## src/rtl/dac_pkg.sv

```systemverilog
package dac_pkg;
  localparam int CODE_W = 12;
  localparam int ADDR_W = 6;
  localparam int DATA_W = 32;
  localparam int NCH    = 2;
  localparam int TSEL_W = 3;
  localparam int CH_SPAN = 16;

  localparam logic [TSEL_W-1:0] TSEL_EXT = 3'd0;
  localparam logic [TSEL_W-1:0] TSEL_SW  = 3'd7;

  localparam logic [ADDR_W-1:0] A_CTRL   = 6'h00;
  localparam logic [ADDR_W-1:0] A_SWTRIG = 6'h04;
  localparam int                A_HOLD0  = 8;
  localparam int                HOLD_STEP = 12;
  localparam logic [ADDR_W-1:0] A_DUAL_R12 = 6'h20;
  localparam logic [ADDR_W-1:0] A_DUAL_L12 = 6'h24;
  localparam logic [ADDR_W-1:0] A_DUAL_R8  = 6'h28;
  localparam logic [ADDR_W-1:0] A_OUT1   = 6'h2C;
  localparam logic [ADDR_W-1:0] A_OUT2   = 6'h30;
  localparam logic [ADDR_W-1:0] A_STAT   = 6'h34;

  localparam int B_EN   = 0;
  localparam int B_TEN  = 1;
  localparam int B_TSEL = 2;
  localparam int B_DMA  = 12;
  localparam int B_UIE  = 13;

  typedef enum logic [1:0] {FMT_R12, FMT_L12, FMT_R8} fmt_e;

  typedef struct packed {
    logic              en;
    logic              ten;
    logic [TSEL_W-1:0] tsel;
    logic              dma_en;
    logic              udr_ie;
  } ch_cfg_t;

  function automatic logic [CODE_W-1:0] align_code(fmt_e f, logic [15:0] v);
    case (f)
      FMT_R12: return v[CODE_W-1:0];
      FMT_L12: return v[15 -: CODE_W];
      default: return {v[7:0], {(CODE_W-8){1'b0}}};
    endcase
  endfunction
endpackage

```

## src/rtl/dac_wr_decode.sv

```systemverilog
module dac_wr_decode
  import dac_pkg::*;
(
  input  logic                          bus_we,
  input  logic [ADDR_W-1:0]             bus_addr,
  input  logic [DATA_W-1:0]             bus_wdata,
  output logic [NCH-1:0]                hold_we,
  output logic [NCH-1:0][CODE_W-1:0]    hold_code,
  output logic                          ctrl_we,
  output logic                          sw_we,
  output logic                          stat_we
);
  always_comb begin
    hold_we   = '0;
    hold_code = '0;
    ctrl_we   = 1'b0;
    sw_we     = 1'b0;
    stat_we   = 1'b0;
    if (bus_we) begin
      ctrl_we = (bus_addr == A_CTRL);
      sw_we   = (bus_addr == A_SWTRIG);
      stat_we = (bus_addr == A_STAT);
      // per-channel single writes: three formats at consecutive words
      for (int c = 0; c < NCH; c++) begin
        if (bus_addr == ADDR_W'(A_HOLD0 + HOLD_STEP*c)) begin
          hold_we[c]   = 1'b1;
          hold_code[c] = align_code(FMT_R12, bus_wdata[15:0]);
        end
        if (bus_addr == ADDR_W'(A_HOLD0 + HOLD_STEP*c + 4)) begin
          hold_we[c]   = 1'b1;
          hold_code[c] = align_code(FMT_L12, bus_wdata[15:0]);
        end
        if (bus_addr == ADDR_W'(A_HOLD0 + HOLD_STEP*c + 8)) begin
          hold_we[c]   = 1'b1;
          hold_code[c] = align_code(FMT_R8, bus_wdata[15:0]);
        end
      end
      // combined writes load both channels at once
      if (bus_addr == A_DUAL_R12) begin
        hold_we      = '1;
        hold_code[0] = align_code(FMT_R12, bus_wdata[15:0]);
        hold_code[1] = align_code(FMT_R12, bus_wdata[31:16]);
      end
      if (bus_addr == A_DUAL_L12) begin
        hold_we      = '1;
        hold_code[0] = align_code(FMT_L12, bus_wdata[15:0]);
        hold_code[1] = align_code(FMT_L12, bus_wdata[31:16]);
      end
      if (bus_addr == A_DUAL_R8) begin
        hold_we      = '1;
        hold_code[0] = align_code(FMT_R8, {8'h00, bus_wdata[7:0]});
        hold_code[1] = align_code(FMT_R8, {8'h00, bus_wdata[15:8]});
      end
    end
  end
endmodule

```

## src/rtl/dac_trig_detect.sv

```systemverilog
module dac_trig_detect
  import dac_pkg::*;
#(
  parameter int NUM_TIM = 6
) (
  input  logic               clk,
  input  logic               rst_n,
  input  logic               ext_trig,
  input  logic [NUM_TIM-1:0] tim_trig,
  input  logic [TSEL_W-1:0]  tsel,
  input  logic               arm,
  output logic               fire
);
  logic sel_line;
  logic s1_q, s2_q, fire_q;
  logic fire_d;

  always_comb begin
    sel_line = 1'b0;
    if (tsel == TSEL_EXT) sel_line = ext_trig;
    for (int i = 0; i < NUM_TIM; i++) begin
      if (int'(tsel) == i + 1) sel_line = tim_trig[i];
    end
  end

  // rising edge seen on the second stage, registered once more
  always_comb fire_d = s1_q & ~s2_q & arm;

  always_ff @(posedge clk or negedge rst_n) begin
    if (!rst_n) begin
      s1_q   <= 1'b0;
      s2_q   <= 1'b0;
      fire_q <= 1'b0;
    end else begin
      s1_q   <= sel_line;
      s2_q   <= s1_q;
      fire_q <= fire_d;
    end
  end

  assign fire = fire_q;
endmodule

```

## src/rtl/dac_chan.sv

```systemverilog
module dac_chan
  import dac_pkg::*;
#(
  parameter int NUM_TIM = 6
) (
  input  logic               clk,
  input  logic               rst_n,
  input  logic               en,
  input  logic               ten,
  input  logic [TSEL_W-1:0]  tsel,
  input  logic               dma_en,
  input  logic               hold_we,
  input  logic [CODE_W-1:0]  hold_code,
  input  logic               sw_pulse,
  input  logic               ext_trig,
  input  logic [NUM_TIM-1:0] tim_trig,
  input  logic               dma_ack,
  input  logic               udr_clr,
  output logic [CODE_W-1:0]  out_code,
  output logic               dma_req,
  output logic               udr_flag
);
  logic [CODE_W-1:0] hold_q, out_q;
  logic ld_q, req_q, udr_q;
  logic req_d, udr_d;
  logic arm, hw_fire, hw_xfer, sw_xfer, xfer;

  always_comb arm = en & ten & (tsel != TSEL_SW);

  dac_trig_detect #(.NUM_TIM(NUM_TIM)) u_trig (
    .clk      (clk),
    .rst_n    (rst_n),
    .ext_trig (ext_trig),
    .tim_trig (tim_trig),
    .tsel     (tsel),
    .arm      (arm),
    .fire     (hw_fire)
  );

  always_comb begin
    hw_xfer = hw_fire & arm;
    sw_xfer = sw_pulse & en & ten & (tsel == TSEL_SW);
    xfer    = (en & ~ten & ld_q) | hw_xfer | sw_xfer;
    req_d   = (req_q & ~dma_ack) | (hw_xfer & dma_en);
    udr_d   = (udr_q & ~udr_clr) | (hw_xfer & req_q & ~dma_ack);
  end

  always_ff @(posedge clk or negedge rst_n) begin
    if (!rst_n) begin
      hold_q <= '0;
      out_q  <= '0;
      ld_q   <= 1'b0;
      req_q  <= 1'b0;
      udr_q  <= 1'b0;
    end else begin
      if (hold_we) hold_q <= hold_code;
      if (xfer)    out_q  <= hold_q;
      ld_q  <= hold_we;
      req_q <= req_d;
      udr_q <= udr_d;
    end
  end

  assign out_code = out_q;
  assign dma_req  = req_q;
  assign udr_flag = udr_q;
endmodule

```

## src/rtl/dac_hold_ctrl.sv

```systemverilog
module dac_hold_ctrl
  import dac_pkg::*;
#(
  parameter int NUM_TIM = 6
) (
  input  logic               clk,
  input  logic               rst_n,
  input  logic               bus_we,
  input  logic [5:0]         bus_addr,
  input  logic [31:0]        bus_wdata,
  output logic [31:0]        bus_rdata,
  input  logic               ext_trig,
  input  logic [NUM_TIM-1:0] tim_trig,
  input  logic [1:0]         dma_ack,
  output logic [1:0]         dma_req,
  output logic               irq,
  output logic [11:0]        dac_code1,
  output logic [11:0]        dac_code2
);
  logic [1:0] rst_sync_q;
  logic       rst_n_i;

  always_ff @(posedge clk or negedge rst_n) begin
    if (!rst_n) rst_sync_q <= 2'b00;
    else        rst_sync_q <= {rst_sync_q[0], 1'b1};
  end
  assign rst_n_i = rst_sync_q[1];

  logic [NCH-1:0]             hold_we;
  logic [NCH-1:0][CODE_W-1:0] hold_code;
  logic                       ctrl_we, sw_we, stat_we;

  dac_wr_decode u_dec (
    .bus_we    (bus_we),
    .bus_addr  (bus_addr),
    .bus_wdata (bus_wdata),
    .hold_we   (hold_we),
    .hold_code (hold_code),
    .ctrl_we   (ctrl_we),
    .sw_we     (sw_we),
    .stat_we   (stat_we)
  );

  ch_cfg_t [NCH-1:0]          cfg_q, cfg_d;
  logic [NCH-1:0]             sw_q, sw_d;
  logic [NCH-1:0]             udr_clr;
  logic [NCH-1:0][CODE_W-1:0] code_v;
  logic [NCH-1:0]             udr_v, en_v, dmaen_v;
  logic [NCH*TSEL_W-1:0]      tsel_v;
  logic [DATA_W-1:0]          ctrl_rd, stat_rd;

  always_comb begin
    cfg_d = cfg_q;
    for (int c = 0; c < NCH; c++) begin
      if (ctrl_we) begin
        cfg_d[c].en     = bus_wdata[CH_SPAN*c + B_EN];
        cfg_d[c].ten    = bus_wdata[CH_SPAN*c + B_TEN];
        cfg_d[c].dma_en = bus_wdata[CH_SPAN*c + B_DMA];
        cfg_d[c].udr_ie = bus_wdata[CH_SPAN*c + B_UIE];
        // select frozen while the channel runs
        if (!cfg_q[c].en)
          cfg_d[c].tsel = bus_wdata[CH_SPAN*c + B_TSEL +: TSEL_W];
      end
      sw_d[c]    = sw_we & bus_wdata[c];
      udr_clr[c] = stat_we & bus_wdata[CH_SPAN*c + B_UIE];
    end
  end

  always_ff @(posedge clk or negedge rst_n_i) begin
    if (!rst_n_i) begin
      cfg_q <= '0;
      sw_q  <= '0;
    end else begin
      if (ctrl_we) cfg_q <= cfg_d;
      sw_q <= sw_d;
    end
  end

  for (genvar c = 0; c < NCH; c++) begin : g_ch
    dac_chan #(.NUM_TIM(NUM_TIM)) u_ch (
      .clk       (clk),
      .rst_n     (rst_n_i),
      .en        (cfg_q[c].en),
      .ten       (cfg_q[c].ten),
      .tsel      (cfg_q[c].tsel),
      .dma_en    (cfg_q[c].dma_en),
      .hold_we   (hold_we[c]),
      .hold_code (hold_code[c]),
      .sw_pulse  (sw_q[c]),
      .ext_trig  (ext_trig),
      .tim_trig  (tim_trig),
      .dma_ack   (dma_ack[c]),
      .udr_clr   (udr_clr[c]),
      .out_code  (code_v[c]),
      .dma_req   (dma_req[c]),
      .udr_flag  (udr_v[c])
    );
    assign en_v[c]                    = cfg_q[c].en;
    assign dmaen_v[c]                 = cfg_q[c].dma_en;
    assign tsel_v[TSEL_W*c +: TSEL_W] = cfg_q[c].tsel;
  end

  always_comb begin
    ctrl_rd = '0;
    stat_rd = '0;
    irq     = 1'b0;
    for (int c = 0; c < NCH; c++) begin
      ctrl_rd[CH_SPAN*c + B_EN]               = cfg_q[c].en;
      ctrl_rd[CH_SPAN*c + B_TEN]              = cfg_q[c].ten;
      ctrl_rd[CH_SPAN*c + B_TSEL +: TSEL_W]   = cfg_q[c].tsel;
      ctrl_rd[CH_SPAN*c + B_DMA]              = cfg_q[c].dma_en;
      ctrl_rd[CH_SPAN*c + B_UIE]              = cfg_q[c].udr_ie;
      stat_rd[CH_SPAN*c + B_UIE]              = udr_v[c];
      irq = irq | (udr_v[c] & cfg_q[c].udr_ie);
    end
  end

  always_comb begin
    case (bus_addr)
      A_CTRL:   bus_rdata = ctrl_rd;
      A_SWTRIG: bus_rdata = {{(DATA_W-NCH){1'b0}}, sw_q};
      A_OUT1:   bus_rdata = {{(DATA_W-CODE_W){1'b0}}, code_v[0]};
      A_OUT2:   bus_rdata = {{(DATA_W-CODE_W){1'b0}}, code_v[1]};
      A_STAT:   bus_rdata = stat_rd;
      default:  bus_rdata = '0;
    endcase
  end

  assign dac_code1 = code_v[0];
  assign dac_code2 = code_v[1];
endmodule

```

## config.mk

```make
export PLATFORM = sky130hd
export DESIGN_NAME = dac_hold_ctrl
export DESIGN_NICKNAME = d
export VERILOG_FILES = /design/src/rtl/dac_pkg.sv /design/src/rtl/dac_wr_decode.sv /design/src/rtl/dac_trig_detect.sv /design/src/rtl/dac_chan.sv /design/src/rtl/dac_hold_ctrl.sv
export SDC_FILE = /design/constraint.sdc
export NUM_CORES = 1
export LEC_CHECK = 0
export BUFFER_PORTS_ARGS = -buffer_cell sky130_fd_sc_hd__buf_2
export CELL_PAD_IN_SITES_DETAIL_PLACEMENT = 1
export CELL_PAD_IN_SITES_GLOBAL_PLACEMENT = 1
export CORE_UTILIZATION = 39
export DETAILED_ROUTE_END_ITERATION = 8
export PLACE_DENSITY_LB_ADDON = 0.3
export SLEW_MARGIN = 0
export SYNTH_ARGS = -nofsm -noshare
export SYNTH_HDL_FRONTEND = slang
export SYNTH_HIERARCHICAL = 1
export SYNTH_SLANG_ARGS = --single-unit
```

## constraint.sdc

```tcl
create_clock -name clk -period 2.48 [get_ports clk]
set_input_delay 0.496 -clock clk [delete_from_list [all_inputs] [get_ports clk]]
set_output_delay 0.496 -clock clk [all_outputs]
set_load 0.01 [all_outputs]
```

==> impl_metrics.toml, run 1 <==
[outcome]
status = "finished, final reports clean"

[die]
fp.dieW_um = 119.7
die_h_um = 119.7
die_area_sq_mm = 0.01433
core_sq_mm = 0.01340
ios = 109
rows = 42
initial_core_util = 0.4033

[synthesis]
synth_seq_cells = 78
synth_compound_area_frac = 0.2389
synthMuxAreaShare = 0.1160
syn_area_sq_mm = 0.005404
avgSynthCellArea_sq_um = 9.879
synth_ff_type = "dfrtp_1"
synthSimpleGateAreaFrac = 0.1977
synthXorXnorAreaFrac = 0.001621
ys_types = 57
synth_top_family_by_area = "compound AO/OA/AOI/OAI gates"
synth-seq-area-share = 0.3612
async_flop_share = 1.000
syn_inst = 547
synth_adder_area_share = 0
yosys_warnings = 6
synth_edf_count = 0

[critical_path]
required_ps = 1980
criticalPathCategory = "input port to output port"
r2r_setup_slack_ps = 740
crit_path_max_fanout = 8
r2r_end = "g_ch[0].u_ch/out_code[0]$_DFFE_PN0P_"
crit_arrival_ps = 1890
rr_worst_depth = 4
cp-end-kind = "output port"
regToRegStartpoint = "cfg_q[4]$_DFFE_PN0P_"
cp-start-kind = "input port"
crit_start = "bus_addr[0]"

[detailed_routing]
dr_total_vias = 4949
drtAntennaViolNets = 0
drc = 0
first_pass_iters = 4
wl_per_cell_um = 22.35
viasPerCell = 6.058
dr.first_iter.drc_count = 294
finalWirelength_mm = 18.26

[sta]
fmax_ghz = 0.4194
rsz0062_at_grt = "no"
hold_viol = 0
period_needed_ps = 2384
slew_headroom = 0.4520
fin_crit_sh = 0.9614
setup_ws_ps = 95.76
max_slew.worst_pin.slew_ps = 819.0
setup_violations = 0
final_max_slew_viol_count = 0
setup_tns_ps = 0
fin_skew_ps = 7.482

[global_route]
antenna_found_initial = 0
grt.busiest_layer = "met2"
grt_pass1_vias = 4998
grt_pass1_wl_mm = 28.59
grt.overflow.total = 0
met2_usage = 0.4165
grtUsageMet3 = 0.03089
groute.usage.overall = 0.2628
grtUsageMet1 = 0.3688
grt_start_max_net_pins = 77

[power]
power.leakage_uw = 0.002900
finalPower_uw = 3214
power_density_mw_per_mm2 = 512.4
ir_drop_v = 0.0003248

[cells_and_area]
drive_above_1_share = 0.3713
layout.nets = 686
diodes = 0
syn_to_final_growth_pct = 16.07
final_cells = 817

[clock_network]
root_buffer = "clkbuf_16"
clk_pin_slew_ps = 60
post_cts_buffers = 0
clk_latency_ps = 340
clock_sinks = 78
numCtsBuffers = 9
htreeDepth = 3
cts_tree = "yes"
cts.path.max_buffers = 2

[place]
gp_congestion = 0.9194
dp_slack_ps = 85.67
dpl.hpwl_mm = 13.58
placed_cells = 800
port_buffers = 97

[flow_run]
drv_cap = 0

[worst_hold_path]
hp-class = "register to asynchronous set/reset pin"
## flip-flops by register name (all words and copies together), names as in the netlist
name                   flops
cfg_q                     14
g_ch.u_ch/dma_req          2
g_ch.u_ch/hold_q          24
g_ch.u_ch/ld_q             2
g_ch.u_ch/out_code        24
g_ch.u_ch/u_trig/fire      2
g_ch.u_ch/u_trig/s1_q      2
g_ch.u_ch/u_trig/s2_q      2
g_ch.u_ch/udr_flag         2
rst_sync_q                 2
sw_q                       2
## kinds of logic (layout without fill, tap and decap cells)
kind of cell | after synthesis | in the layout
buffers and inverters | 60 | 144
AND/OR/NAND/NOR | 183 | 183
XOR/XNOR | 1 | 1
multiplexers | 55 | 55
other | 2 | 12
AO/OA/AOI/OAI | 168 | 168
flip-flops | 78 | 78
## final cells by class
type,count,area (sq um)
well taps,176,220.2
repair buffers,124,753.2
fillers,1548,7128
multi-input cells,419,3040
flip-flops and latches,78,1953
clock inverters,6,51.30
inverters,4,15.01
clock buffers,10,239.0
## synth_stat cells (5+ instances only)
cell type,count,area [sq um]
nand3_1,40,200.2
clkbuf_1,11,41.29
nor2_1,21,78.83
and2_1,23,143.9
o21ai_0,46,230.2
a22o_1,12,105.1
buf_2,8,40.04
a32o_1,7,70.07
nor2b_1,9,56.30
buf_6,14,157.7
clkbuf_8,6,82.58
a22oi_1,7,52.55
and3_1,5,31.28
and2_2,18,135.1
a32oi_1,30,262.8
dfrtp_1,78,1952
o21ai_1,8,40.04
a21oi_1,15,75.07
o211ai_2,20,250.2
buf_4,12,90.09
nand2_1,37,138.9
mux2_2,41,461.7
mux2i_1,12,120.1
## per-layer routing
layer,share of wire,vias to the layer above
met3,0.049,27
met2,0.47,198
met4,0.021,0
met1,0.46,2507
met5,0,-
li1,-,2217
## power breakdown
part           switching, uW  internal (uW)  leakage, uW  total [uW]
sequential               110           1360      0.00106        1470
combinational            257            200      0.00170         457
clock                    565            721     0.000140        1290
total                    933           2280      0.00290        3210
## layout by cell type, fill, tap and decap left out, types with 3 or more instances in the layout
| master | Yosys | final |
|---|---|---|
| buf_2 | 8 | 97 |
| dfrtp_1 | 78 | 77 |
| o21ai_0 | 46 | 46 |
| mux2_2 | 41 | 41 |
| nand3_1 | 40 | 40 |
| nand2_1 | 37 | 37 |
| a32oi_1 | 30 | 30 |
| and2_1 | 23 | 23 |
| nor2_1 | 21 | 21 |
| buf_4 | 12 | 21 |
| o211ai_2 | 20 | 20 |
| and2_2 | 18 | 18 |
| a21oi_1 | 15 | 15 |
| mux2i_1 | 12 | 12 |
| a22o_1 | 12 | 12 |
| conb_1 | 2 | 12 |
| nor2b_1 | 9 | 9 |
| clkbuf_16 | 0 | 9 |
| o21ai_1 | 8 | 8 |
| a22oi_1 | 7 | 7 |
| a32o_1 | 7 | 7 |
| and3_1 | 5 | 5 |
| buf_12 | 0 | 5 |
| nor4_1 | 4 | 4 |
| inv_1 | 4 | 4 |
| inv_6 | 0 | 4 |
| o211ai_1 | 4 | 4 |
| nand3b_1 | 4 | 4 |
| a31oi_1 | 4 | 4 |
| nor3_1 | 3 | 3 |
| o2bb2ai_1 | 3 | 3 |
| nand2b_1 | 3 | 3 |
## worst max-delay path, stage by stage
cell and delay, ps:
buf_2 150, or4_4 620, nor3_4 270, and2_1 210, buf_2 140
## through the flow
step                hold WS [ps]  cell area [sq um]    util
floorplan                  200.4               5441       -
global placement           280.7               5972  0.4457
detailed placement         287.5               5972  0.4457
CTS                        331.2               6272  0.4681
global route               330.8               6272  0.4681
finish                     282.9               6272  0.4681
## worst max path at each step
stage | slack (ps) | to
global route | 40 | bus_rdata[12]
CTS | 80 | bus_rdata[12]
global placement | 120 | bus_rdata[12]
finish | 100 | bus_rdata[12]
detailed placement | 90 | bus_rdata[12]
floorplan | 140 | g_ch[0].u_ch/hold_q[10]$_DFFE_PN0P_
## timing repair
item / 4_1_cts / 5_1_grt
hold buffers: 1 / 0
gates resized for setup: 0 / 0
hold endpoints to repair: 2 / 0
Note: power is estimated with default switching activity, not from simulation.
==> run 2, diff against run 1 <==
--- a/config.mk
+++ b/config.mk
@@ -6,7 +6,7 @@
 export NUM_CORES = 1
 export LEC_CHECK = 0
 export BUFFER_PORTS_ARGS = -buffer_cell sky130_fd_sc_hd__buf_2
-export CELL_PAD_IN_SITES_DETAIL_PLACEMENT = 1
+export CELL_PAD_IN_SITES_DETAIL_PLACEMENT = 0
 export CELL_PAD_IN_SITES_GLOBAL_PLACEMENT = 1
 export CORE_UTILIZATION = 39
 export DETAILED_ROUTE_END_ITERATION = 8
==> impl_metrics.toml, run 2 (synthesis gave the netlist of run 1 again) <==
[outcome]
status = "finished, final reports clean"

[critical_path]
cp_cell_sequence = "buf_2, or4_4, nor3_4, and2_1, buf_2"
cp-end-kind = "output port"
rr_worst_depth = 4
crit_path_max_fanout = 8
criticalPathCategory = "input port to output port"
crit_top_cell = "buf_2"
cp-start-kind = "input port"
required_ps = 1980
cp.depth = 5
worst_path_dominant_cell_family = "simple AND/OR/NAND/NOR gates"
crit_arrival_ps = 1850
cp_slowest_cell = "or4_4"
slowest_delay_ps = 610
critPathBufInv = 2

[sta]
hold_viol = 0
max_slew.worst_pin.slew_ps = 846.9
fin_crit_sh = 0.9462
period_needed_ps = 2347
rsz0062_at_grt = "no"
setup_violations = 0
fmax_ghz = 0.4262
slew_headroom = 0.4333
setup_ws_ps = 133.4
setup_tns_ps = 0
fin_skew_ps = 8.447
final_max_slew_viol_count = 0

[global_route]
groute.usage.overall = 0.2380
grt_pass1_wl_mm = 25.78
antenna_found_initial = 0
grt_start_max_net_pins = 77
grt.overflow.total = 0
grt_pass1_vias = 4442

[die]
ios = 109
die_h_um = 119.7
die_area_sq_mm = 0.01433
fp.dieW_um = 119.7
initial_core_util = 0.4033
core_sq_mm = 0.01340
rows = 42

[power]
power_density_mw_per_mm2 = 529.2
power.leakage_uw = 0.002919
ir_drop_v = 0.0003359

[cells_and_area]
fillers = 1288
layout.nets = 686
register_area_sq_mm = 0.001953
multiInputGateArea_sq_mm = 0.003040
utilization = 0.4707
final_common_cell = "buf_2"
drive_above_1_share = 0.3697
final_cells = 817
syn_to_final_growth_pct = 16.72
layout_common_cells = "buf_2 (97), dfrtp_1 (77), o21ai_0 (46), mux2_2 (41), nand3_1 (40)"
diodes = 0

[detailed_routing]
dr.first_iter.drc_count = 388
first_pass_iters = 6
wl_per_cell_um = 20.30
drtAntennaViolNets = 0
viasPerCell = 5.852
finalWirelength_mm = 16.59
dr_total_vias = 4781
drc = 0

[flow_run]
drv_cap = 0

[clock_network]
holdBufCountCts = 1
clk_pin_slew_ps = 60
clock_sinks = 78
root_buffer = "clkbuf_16"
cts_resized = 0
numCtsBuffers = 9
post_cts_buffers = 0
cts.path.max_buffers = 2
htreeDepth = 3
cts_tree = "yes"
clk_latency_ps = 340

[place]
port_buffers = 97
dpl.hpwl_mm = 12.21
dp_slack_ps = 109.5
placed_cells = 800
gp_congestion = 0.9194

[worst_hold_path]
hp-class = "register to asynchronous set/reset pin"
run 2: cell types whose count changed in the layout (fill, tap and decap cells not counted):
| cell | previous run | this run |
|---|---|---|
| inv_6 | 4 | 1 |
| bufinv_16 | 0 | 2 |
| clkbuf_1 | 0 | 1 |
| clkinv_2 | 0 | 1 |
| clkinvlp_4 | 1 | 0 |
run 2: cell type report:
cell class | instances | share of cell area
Multi-Input combinational cell | 419 | 0.4820
Sequential cell | 78 | 0.3097
Timing Repair Buffer | 124 | 0.1194
Clock buffer | 11 | 0.03848
Tap cell | 176 | 0.03491
Clock inverter | 5 | 0.01309
Inverter | 4 | 0.002380
run 2: metrics by stage:
step,power [uW],hold WS [ps],area [sq um]
floorplan,1729,200.4,5441
global placement,1915,280.7,5972
detailed placement,1928,286.8,5972
CTS,3361,322.2,6307
global route,3473,335.9,6307
finish,3338,276.1,6307
run 2: worst paths after layout:
path / from / end / slack (ps)
setup / recovery: bus_addr[0] / bus_rdata[12] / 130
hold / removal: rst_sync_q[1]$_DFF_PN0_ / g_ch[0].u_ch/out_code[0]$_DFFE_PN0P_ / 280
setup reg to reg: cfg_q[4]$_DFFE_PN0P_ / g_ch[0].u_ch/out_code[11]$_DFFE_PN0P_ / 810
hold reg to reg: rst_sync_q[1]$_DFF_PN0_ / g_ch[0].u_ch/out_code[0]$_DFFE_PN0P_ / 280
max in group asynchronous: rst_sync_q[1]$_DFF_PN0_ / g_ch[0].u_ch/out_code[8]$_DFFE_PN0P_ / 1840
min in group clk: rst_sync_q[0]$_DFF_PN0_ / rst_sync_q[1]$_DFF_PN0_ / 370
run 2: where the power goes:
group	internal (uW)	leakage [uW]	switching (uW)	total, uW
Sequential	1360	0.00106	103	1460
Combinational	199	0.00170	247	446
Clock	912	0.000160	516	1430
Total	2470	0.00292	865	3340
run 2: worst reg2reg max path, stage by stage, from the launching register on:
cell      delay, ps
dfrtp_1         520
and3_1          470
buf_4           300
o21ai_0         120
o211ai_1        180
run 2: metal layers:
layer	global-route usage	up-vias	wire length, um
met4	0.06563	0	225
li1	-	2233	-
met2	0.3515	179	7374
met3	0.03612	14	888
met1	0.3580	2355	8098
met5	0	-	0
